<file path="src/rtl/svc_watchdog_pkg.sv">
package svc_watchdog_pkg;

    typedef enum logic [1:0] {
        ST_OFF   = 2'd0,
        ST_ARMED = 2'd1,
        ST_KEYED = 2'd2,
        ST_FAULT = 2'd3
    } wd_state_t;

    localparam logic [7:0] KEY_FIRST  = 8'h55;
    localparam logic [7:0] KEY_SECOND = 8'hAA;

    function automatic int max_of(input int a, input int b);
        return (a > b) ? a : b;
    endfunction

endpackage

</file>
<file path="src/rtl/wd_tick_mux.sv">
module wd_tick_mux #(
    parameter int N_SRC = 4,
    localparam int SEL_W = (N_SRC > 1) ? $clog2(N_SRC) : 1
) (
    input  logic [N_SRC-1:0] ticks,
    input  logic [SEL_W-1:0] sel,
    output logic             tick
);

    logic [N_SRC-1:0] hit;

    // one-hot match per source, then OR-reduce
    for (genvar g = 0; g < N_SRC; g++) begin : g_src
        assign hit[g] = ticks[g] && (sel == SEL_W'(g));
    end

    assign tick = |hit;

endmodule

</file>
<file path="src/rtl/wd_limit.sv">
module wd_limit #(
    parameter int SHORT_EXP1 = 5,
    parameter int SHORT_EXP2 = 8,
    parameter int SHORT_EXP3 = 10,
    parameter int LONG_EXP1  = 13,
    parameter int LONG_EXP2  = 16,
    parameter int LONG_EXP3  = 18,
    parameter int CW         = 19
) (
    input  logic          long_rng,
    input  logic [1:0]    code,
    output logic [CW-1:0] limit,
    output logic [CW-1:0] win_start
);

    localparam logic [CW-1:0] ONE = CW'(1);

    always_comb begin
        unique case ({long_rng, code})
            3'b001:  limit = ONE << SHORT_EXP1;
            3'b010:  limit = ONE << SHORT_EXP2;
            3'b011:  limit = ONE << SHORT_EXP3;
            3'b101:  limit = ONE << LONG_EXP1;
            3'b110:  limit = ONE << LONG_EXP2;
            3'b111:  limit = ONE << LONG_EXP3;
            default: limit = '0;
        endcase
    end

    // the window opens at three quarters of the period
    assign win_start = limit - (limit >> 2);

endmodule

</file>
<file path="src/rtl/wd_counter.sv">
module wd_counter #(
    parameter int CW = 19
) (
    input  logic          clk,
    input  logic          rst_n,
    input  logic          en,
    input  logic          tick,
    input  logic          clear,
    input  logic          hold,
    input  logic [CW-1:0] limit,
    input  logic [CW-1:0] win_start,
    output logic          expire,
    output logic          in_window
);

    localparam logic [CW-1:0] ONE = CW'(1);

    logic [CW-1:0] cnt_q;
    logic [CW-1:0] cnt_inc;

    assign cnt_inc   = cnt_q + ONE;
    assign expire    = en && tick && !hold && (cnt_inc >= limit);
    assign in_window = (cnt_q >= win_start);

    always_ff @(posedge clk or negedge rst_n) begin
        if (!rst_n) begin
            cnt_q <= '0;
        end else if (!en || clear) begin
            cnt_q <= '0;
        end else if (tick && !hold) begin
            cnt_q <= cnt_inc;
        end
    end

    // a disabled cycle leaves the count at zero
    p_clear_when_off_r8: assert property (@(posedge clk) disable iff (!rst_n)
        !en |=> (cnt_q == '0));

    // an accepted completing write empties the count
    p_clear_on_service_r5: assert property (@(posedge clk) disable iff (!rst_n)
        clear |=> (cnt_q == '0));

    // without a selected tick the count does not move
    p_hold_without_tick_r10: assert property (@(posedge clk) disable iff (!rst_n)
        (en && !tick && !clear) |=> $stable(cnt_q));

endmodule

</file>
<file path="src/rtl/wd_seq_fsm.sv">
module wd_seq_fsm
    import svc_watchdog_pkg::*;
(
    input  logic       clk,
    input  logic       rst_n,
    input  logic       en,
    input  logic       expire,
    input  logic       wr,
    input  logic [7:0] data,
    input  logic       window,
    input  logic       in_window,
    output logic       fault,
    output logic       svc_clear
);

    wd_state_t state_q;
    wd_state_t state_d;
    logic      win_ok;

    assign win_ok = !window || in_window;

    // state register
    always_ff @(posedge clk or negedge rst_n) begin
        if (!rst_n) begin
            state_q <= ST_OFF;
        end else begin
            state_d_check: state_q <= state_d;
        end
    end

    // next-state logic
    always_comb begin
        state_d = state_q;
        unique case (state_q)
            ST_FAULT: state_d = ST_FAULT;
            ST_OFF: begin
                if (en && expire)     state_d = ST_FAULT;
                else if (en)          state_d = ST_ARMED;
            end
            ST_ARMED: begin
                if (!en)              state_d = ST_OFF;
                else if (expire)      state_d = ST_FAULT;
                else if (wr) begin
                    if (!win_ok)                 state_d = ST_FAULT;
                    else if (data == KEY_FIRST)  state_d = ST_KEYED;
                    else                         state_d = ST_FAULT;
                end
            end
            ST_KEYED: begin
                if (!en)              state_d = ST_OFF;
                else if (expire)      state_d = ST_FAULT;
                else if (wr) begin
                    if (!win_ok)                 state_d = ST_FAULT;
                    else if (data == KEY_SECOND) state_d = ST_ARMED;
                    else                         state_d = ST_FAULT;
                end
            end
            default: state_d = ST_FAULT;
        endcase
    end

    // outputs
    always_comb begin
        fault     = (state_q == ST_FAULT);
        svc_clear = (state_q == ST_KEYED) && en && !expire && wr
                    && win_ok && (data == KEY_SECOND);
    end

    // the fault state is left only through reset
    p_fault_sticky_r11: assert property (@(posedge clk) disable iff (!rst_n)
        (state_q == ST_FAULT) |=> (state_q == ST_FAULT));

    // a wrong first key ends in the fault state
    p_bad_first_key_r6: assert property (@(posedge clk) disable iff (!rst_n)
        (state_q == ST_ARMED && en && wr && data != KEY_FIRST) |=> fault);

    // an early write in windowed mode ends in the fault state
    p_early_write_r7: assert property (@(posedge clk) disable iff (!rst_n)
        ((state_q == ST_ARMED || state_q == ST_KEYED) && en && wr
         && window && !in_window) |=> fault);

    // a disabled watchdog not in fault rests in OFF
    p_off_when_disabled_r2: assert property (@(posedge clk) disable iff (!rst_n)
        (!en && state_q != ST_FAULT) |=> (state_q == ST_OFF));

endmodule

</file>
<file path="src/rtl/svc_watchdog.sv">
module svc_watchdog
    import svc_watchdog_pkg::*;
#(
    parameter int SHORT_EXP1 = 5,
    parameter int SHORT_EXP2 = 8,
    parameter int SHORT_EXP3 = 10,
    parameter int LONG_EXP1  = 13,
    parameter int LONG_EXP2  = 16,
    parameter int LONG_EXP3  = 18,
    parameter int N_SRC      = 4,
    localparam int SRC_W     = (N_SRC > 1) ? $clog2(N_SRC) : 1
) (
    input  logic             clk,
    input  logic             rst_n,
    input  logic             cfg_window,
    input  logic             cfg_long,
    input  logic [1:0]       cfg_tmo,
    input  logic             cfg_stop_run,
    input  logic             cfg_dbg_run,
    input  logic [SRC_W-1:0] cfg_src,
    input  logic             svc_wr,
    input  logic [7:0]       svc_data,
    input  logic             in_stop,
    input  logic             in_debug,
    input  logic [N_SRC-1:0] tick_in,
    output logic             rst_req
);

    localparam int MAX_EXP = max_of(max_of(max_of(SHORT_EXP1, SHORT_EXP2),
                                           max_of(SHORT_EXP3, LONG_EXP1)),
                                    max_of(LONG_EXP2, LONG_EXP3));
    localparam int CW = MAX_EXP + 1;

    logic          tick;
    logic          en;
    logic [CW-1:0] limit;
    logic [CW-1:0] win_start;
    logic          expire;
    logic          in_window;
    logic          fault;
    logic          svc_clear;

    assign en = (cfg_tmo != 2'b00)
             && !(in_stop  && !cfg_stop_run)
             && !(in_debug && !cfg_dbg_run);

    wd_tick_mux #(.N_SRC(N_SRC)) u_mux (
        .ticks (tick_in),
        .sel   (cfg_src),
        .tick  (tick)
    );

    wd_limit #(
        .SHORT_EXP1 (SHORT_EXP1), .SHORT_EXP2 (SHORT_EXP2), .SHORT_EXP3 (SHORT_EXP3),
        .LONG_EXP1  (LONG_EXP1),  .LONG_EXP2  (LONG_EXP2),  .LONG_EXP3  (LONG_EXP3),
        .CW         (CW)
    ) u_limit (
        .long_rng  (cfg_long),
        .code      (cfg_tmo),
        .limit     (limit),
        .win_start (win_start)
    );

    wd_counter #(.CW(CW)) u_cnt (
        .clk       (clk),
        .rst_n     (rst_n),
        .en        (en),
        .tick      (tick),
        .clear     (svc_clear),
        .hold      (fault),
        .limit     (limit),
        .win_start (win_start),
        .expire    (expire),
        .in_window (in_window)
    );

    wd_seq_fsm u_fsm (
        .clk       (clk),
        .rst_n     (rst_n),
        .en        (en),
        .expire    (expire),
        .wr        (svc_wr),
        .data      (svc_data),
        .window    (cfg_window),
        .in_window (in_window),
        .fault     (fault),
        .svc_clear (svc_clear)
    );

    assign rst_req = fault;

    // a timeout edge always ends with the request raised
    p_expire_raises_req_r3: assert property (@(posedge clk) disable iff (!rst_n)
        expire |=> rst_req);

    // the request never drops without reset
    p_req_sticky_r11: assert property (@(posedge clk) disable iff (!rst_n)
        rst_req |=> rst_req);

    // with the off code nothing can start a fault
    p_off_code_no_req_r2: assert property (@(posedge clk) disable iff (!rst_n)
        (cfg_tmo == 2'b00 && !rst_req) |=> !rst_req);

endmodule

</file>
<file path="config.mk">
export PLATFORM = sky130hd
export DESIGN_NAME = svc_watchdog
export DESIGN_NICKNAME = d
export VERILOG_FILES = /design/src/rtl/svc_watchdog_pkg.sv /design/src/rtl/wd_tick_mux.sv /design/src/rtl/wd_limit.sv /design/src/rtl/wd_counter.sv /design/src/rtl/wd_seq_fsm.sv /design/src/rtl/svc_watchdog.sv
export SDC_FILE = /design/constraint.sdc
export NUM_CORES = 1
export LEC_CHECK = 0
export BUFFER_PORTS_ARGS = -buffer_cell sky130_fd_sc_hd__buf_2
export CELL_PAD_IN_SITES_DETAIL_PLACEMENT = 0
export CELL_PAD_IN_SITES_GLOBAL_PLACEMENT = 2
export CORE_UTILIZATION = 36
export DETAILED_ROUTE_END_ITERATION = 7
export PLACE_DENSITY = 0.86
export SYNTH_ARGS = -nofsm -noshare
export SYNTH_HDL_FRONTEND = slang
export SYNTH_SLANG_ARGS = --single-unit
</file>
<file path="constraint.sdc">
create_clock -name clk -period 4 [get_ports clk]
set_clock_uncertainty 0.15 [all_clocks]
set_input_delay 0.2 -clock clk [delete_from_list [all_inputs] [get_ports clk]]
set_output_delay 0.2 -clock clk [all_outputs]
set_load 0.01 [all_outputs]
</file>
# Yosys cells after proc, flatten, opt, wreduce, memory -nomap -nowiden
# Cells that the tools add are included.
# W data, S select, Z words.
[totals]
regBits = 21
in_bits = 25
out_inout_bits = 1
word_cells = 73
[classes]
n_addsub = 2
order_cmp = 2
eq_ne = 17
n_mux = 16
n_reduce_logical = 34
[ops]
columns = ["cell", "n"]
rows = [
  ["$pmux W19 S6", 1],
  ["$ge A19 B19 Y1", 2],
  ["$mux W19", 2],
  ["$mux W2", 11],
  ["$add A19 B1 Y19 const B", 1],
  ["$sub A19 B17 Y19", 1],
  ["$logic_and A1 B1 Y1", 18],
  ["$eq A3 B3 Y1 const B", 3],
  ["$eq A2 B2 Y1 const B", 4],
  ["$eq A8 B7 Y1 const B", 1],
  ["$eq A8 B8 Y1 const B", 1],
  ["$logic_not A1 Y1", 8],
  ["$ne A4 B3 Y1 const B", 2],
  ["$pmux W2 S4", 1],
  ["$eq A3 B2 Y1 const B", 2],
  ["$eq A2 B1 Y1 const B", 2],
  ["$logic_not A2 Y1", 2],
  ["$reduce_bool A2 Y1", 2],
  ["$reduce_or A4 Y1", 1],
  ["$eq A3 B1 Y1 const B", 1],
  ["$ne A3 B2 Y1 const B", 1],
  ["$reduce_and A3 Y1", 1],
  ["$logic_or A1 B1 Y1", 2],
  ["$mux W1", 1],
]

# Longest topological paths before layout
[logic_depth]
word_depth = 15
depth_mapped = 13
ltp_nobuf = 12

# By module
# A second synthesis with hierarchy kept.
[unflattened]
cells_unflattened = 335
hier_area_um2 = 2740.1
[by_module_without_submodules]
columns = ["module", "instances", "cells_per_inst", "area_per_inst_um2"]
rows = [
  ["wd_counter", 1, 263, 2150.8],
  ["wd_limit", 1, 46, 329.1],
  ["wd_seq_fsm", 1, 21, 211.5],
  ["svc_watchdog", 1, 4, 26.3],
  ["wd_tick_mux", 1, 1, 22.5],
]

# Least setup slack after synthesis
# No wires, ideal clock.
[synth_path]
path_kind = "register to register"
startpoint = "register u_cnt.cnt_q[0]"
endpoint = "register u_fsm.state_q[0]"
t_arrival_ns = 2.673
required_time_ns = 3.715
setup_slack_ns = 1.042
stages_incl_launch_ff = 13
synth_period_minus_slack_ns = 2.958
path_cell_list = "dfrtp_1 ha_1 and4_2 nand4_1 nor2_1 xor2_1 ha_1 or4_1 a32oi_1 o2111ai_1 a21oi_1 buf_2 o211ai_1"
[synth_between]
elab_chain_cells = 7
word_cells_on_any_way = 20
cone_classes = "add/sub (1); order compare (2); eq/ne (3); mux (10); reduce/logical (4)"
[synth_rtl]
columns = ["element", "line", "source"]
rows = [
  ["start: declaration", "wd_counter.sv:18", "logic [CW-1:0] cnt_q;"],
  ["start signal: assignment", "wd_counter.sv:31", "cnt_q <= cnt_inc;"],
  ["parallel branches: the longest is 7 deep, another holds $add A19 B1 Y19", "-", ""],
  ["end signal: assignment", "wd_seq_fsm.sv:27", "state_d_check: state_q <= state_d;"],
  ["end: declaration", "wd_seq_fsm.sv:16", "wd_state_t state_q;"],
]
# Parallel ways; which one is timed is not known. The select of a mux whose other input is x is not followed.
# A chain may end at the register's enable or synchronous reset.

# Worst setup path in the final report
[layout_path]
startpoint = "input cfg_tmo[0]"
endpoint = "register u_cnt.cnt_q[14]"
[layout_between]
elab_chain_cells = 13
word_cells_on_any_way = 27
cone_classes = "add/sub (1); order compare (2); eq/ne (6); mux (2); reduce/logical (16)"
[layout_rtl]
columns = ["element", "line", "source"]
rows = [
  ["start: declaration", "svc_watchdog.sv:17", "input logic [1:0] cfg_tmo,"],
  ["parallel branches: the longest is 11 deep, another holds $sub A19 B17 Y19", "-", ""],
  ["$logic_or A1 B1 Y1 (*)", "wd_counter.sv:28", "end else if (!en || clear) begin"],
  ["$mux W19 / $reduce_bool A2 Y1 (equally long branches)", "-", ""],
]
# Every way passes the cells marked *.

==> out/metrics.yaml <==
synthFlopType: "dfrtp_1"
dp.cells: 343
die_w_um: 79.8
io_buffer_count: 25
yosys_warnings: 0
hold_path_class: "in -> reg"
filler_cell_count: 586
maxCapViolations: 0
clock_latency_ns: 0.27
drt-pass1-iter-count: 4
setup-violations-final: 0
path_clk_slew_ns: 0.08
crit_family: "simple AND/OR/NAND/NOR gates"
via_per_inst: 5.57
mostFrequentLayoutCell: "a21oi_1"
grt_pass1_wl_um: 8990
leakagePower_nw: 1.04
async_reset_ff_frac: 1.00
finalCriticalPeriod_ns: 3.28
cts_resized: 0
arrival_ns: 3.25
die_area_um2: 6360
n_antenna_cell: 0
synth_area_leader_cell: "dfrtp_1"
grt_max_degree: 22
synth_area_per_cell_um2: 8.54
synth_cell_type_count: 57
powerDensity_nw_per_um2: 238
max_stage_delay_ns: 0.55
tns_ns: 0
crit_path_end_kind: "register"
drv_slew: 0
slew_headroom: 0.525
worst_pin_slew_ns: 0.712
start_util: 0.384
vdd_drop_max_v: 0.000145
dpl.hpwl_um: 4040
netlist_area_um2: 2180
fin_nets: 325
yosysTopAreaCellShare: 0.241
synth-seq-cells: 21
io_pins: 26
synth_area_leaders: "dfrtp_1, ha_1, a21oi_1"
drcViolationCount: 0
syn2layout_area_growth_pct: 10.9
rsz0062_at_grt: "no"
routed_wl_um: 5340
drt_iter0_markers: 101
hold_viol: 0
synth-edff-count: 0
rows: 27
synthCells: 255
crit_fanout: 19
routabilityCongestion: 0.746
grt_usage: 0.179
numCtsBuffers: 3
wl_per_cell_um: 15.3
die_y_um: 79.8
worstSetupPathType: "in -> reg"
path_buf_inv: 1
critPathLaunchType: "input pin"
vias: 1939
mostFrequentLayoutCells: "a21oi_1, buf_2, ha_1"
final_cells: 348
cts.path.max_buffers: 2
grt_pass1_vias: 1872
cts_tree: "yes"
drive_gt1_frac: 0.174
fmax_mhz: 305
ctsHtreeMaxLevel: 1
final_util: 0.425
gr-total-overflow: 0
status: "finished clean"
slowest_stage: "or4b_1"
antenna_found_initial: 0
cts.sinks: 21
postRouteAntennaNets: 0
core_um2: 5680
crit_chain: "buf_2 -> or3b_2 -> ha_1 -> and4b_1 -> a2111oi_0 -> or4b_1 -> a311oi_2 -> o21ai_2 -> o21ai_4 -> a221oi_1"
required_ns: 3.97
cts.root.buffer_cell: "clkbuf_8"
ys_seq_area_frac: 0.241
period_share: 0.821
[what timing repair did]
action / CTS / global route
buffers inserted: 0 / 0
hold buffers: 1 / 0
hold endpoints to repair: 21 / 0
[area by class of cell]
type	count	area, um^2	area share
Timing Repair Buffer	32	180	0.0747
Tap cell	72	90.1	0.0373
Sequential cell	21	526	0.218
Clock inverter	1	5.00	0.00207
Multi-Input combinational cell	204	1520	0.628
Inverter	15	56.3	0.0233
Clock buffer	3	41.3	0.0171
[metrics by stage]
step	hold slack [ns]	power, mW	setup WS [ns]	cell area [um^2]
after floorplan	-0.246	0.364	1.04	2180
after global placement	0.0399	0.434	0.434	2360
after detailed placement	0.0466	0.434	0.456	2360
after CTS	0.109	0.580	0.737	2410
after global routing	0.146	0.612	0.411	2410
final	0.109	0.574	0.717	2410
[kinds of logic (layout without fill, tap and decap cells)]
logic type / Yosys count / in the layout / share of synthesized area
buffers and inverters: 31 / 51 / 0.0644
flip-flops: 21 / 21 / 0.241
XOR/XNOR: 27 / 27 / 0.109
adder cells (fa/ha/maj): 23 / 23 / 0.132
AO/OA/AOI/OAI: 53 / 53 / 0.162
AND/OR/NAND/NOR: 95 / 95 / 0.266
other: 1 / 2 / 0.00172
multiplexers: 4 / 4 / 0.0247
[power by group]
group | leakage, nW | total [mW] | internal (mW) | switching [mW]
Clock | 0.0255 | 0.145 | 0.0696 | 0.0753
Sequential | 0.288 | 0.243 | 0.228 | 0.0142
Combinational | 0.729 | 0.187 | 0.0733 | 0.113
Total | 1.04 | 0.574 | 0.371 | 0.203
[sequential cells by signal, indices dropped and copies added (netlist names)]
name           cells
u_fsm.state_q      2
u_cnt.cnt_q       19
[synthesized netlist by cell type, types with 7 or more instances]
| cell type | instances |
|---|---|
| a21oi_1 | 28 |
| ha_1 | 23 |
| dfrtp_1 | 21 |
| nand2_1 | 18 |
| inv_1 | 15 |
| xor2_1 | 14 |
| nand3_1 | 13 |
| xnor2_1 | 13 |
| nand4_1 | 12 |
| nor2_1 | 9 |
| nand3b_1 | 8 |
| buf_2 | 7 |
[tightest hold or removal path: stages]
cell      delay, ns
buf_2          0.09
nor4_1         0.05
o211ai_1       0.15
[path summary, 6_finish.rpt]
kind	slack (ns)	startpoint	cells after the start	to
worst max-delay path	0.72	cfg_tmo[0]	10	u_cnt.cnt_q[14]
worst min-delay path	0.11	svc_data[3]	3	u_fsm.state_q[0]
worst max register to register	0.76	u_cnt.cnt_q[1]	12	u_cnt.cnt_q[0]
worst min register to register	0.43	u_fsm.state_q[1]	2	u_fsm.state_q[0]
max in group asynchronous	3.07	rst_n	2	u_cnt.cnt_q[14]
min in group asynchronous	0.29	rst_n	2	u_fsm.state_q[1]
[layer usage]
metal / routed length (um) / global-route usage / vias up / part of all wire
li1: - / - / 980 / -
met1: 2610 / 0.251 / 901 / 0.49
met2: 2410 / 0.298 / 50 / 0.45
met3: 228 / 0.00914 / 8 / 0.043
met4: 87 / 0.0482 / 0 / 0.016
met5: 0 / 0 / - / 0
Power figures use the tool's default switching activity.
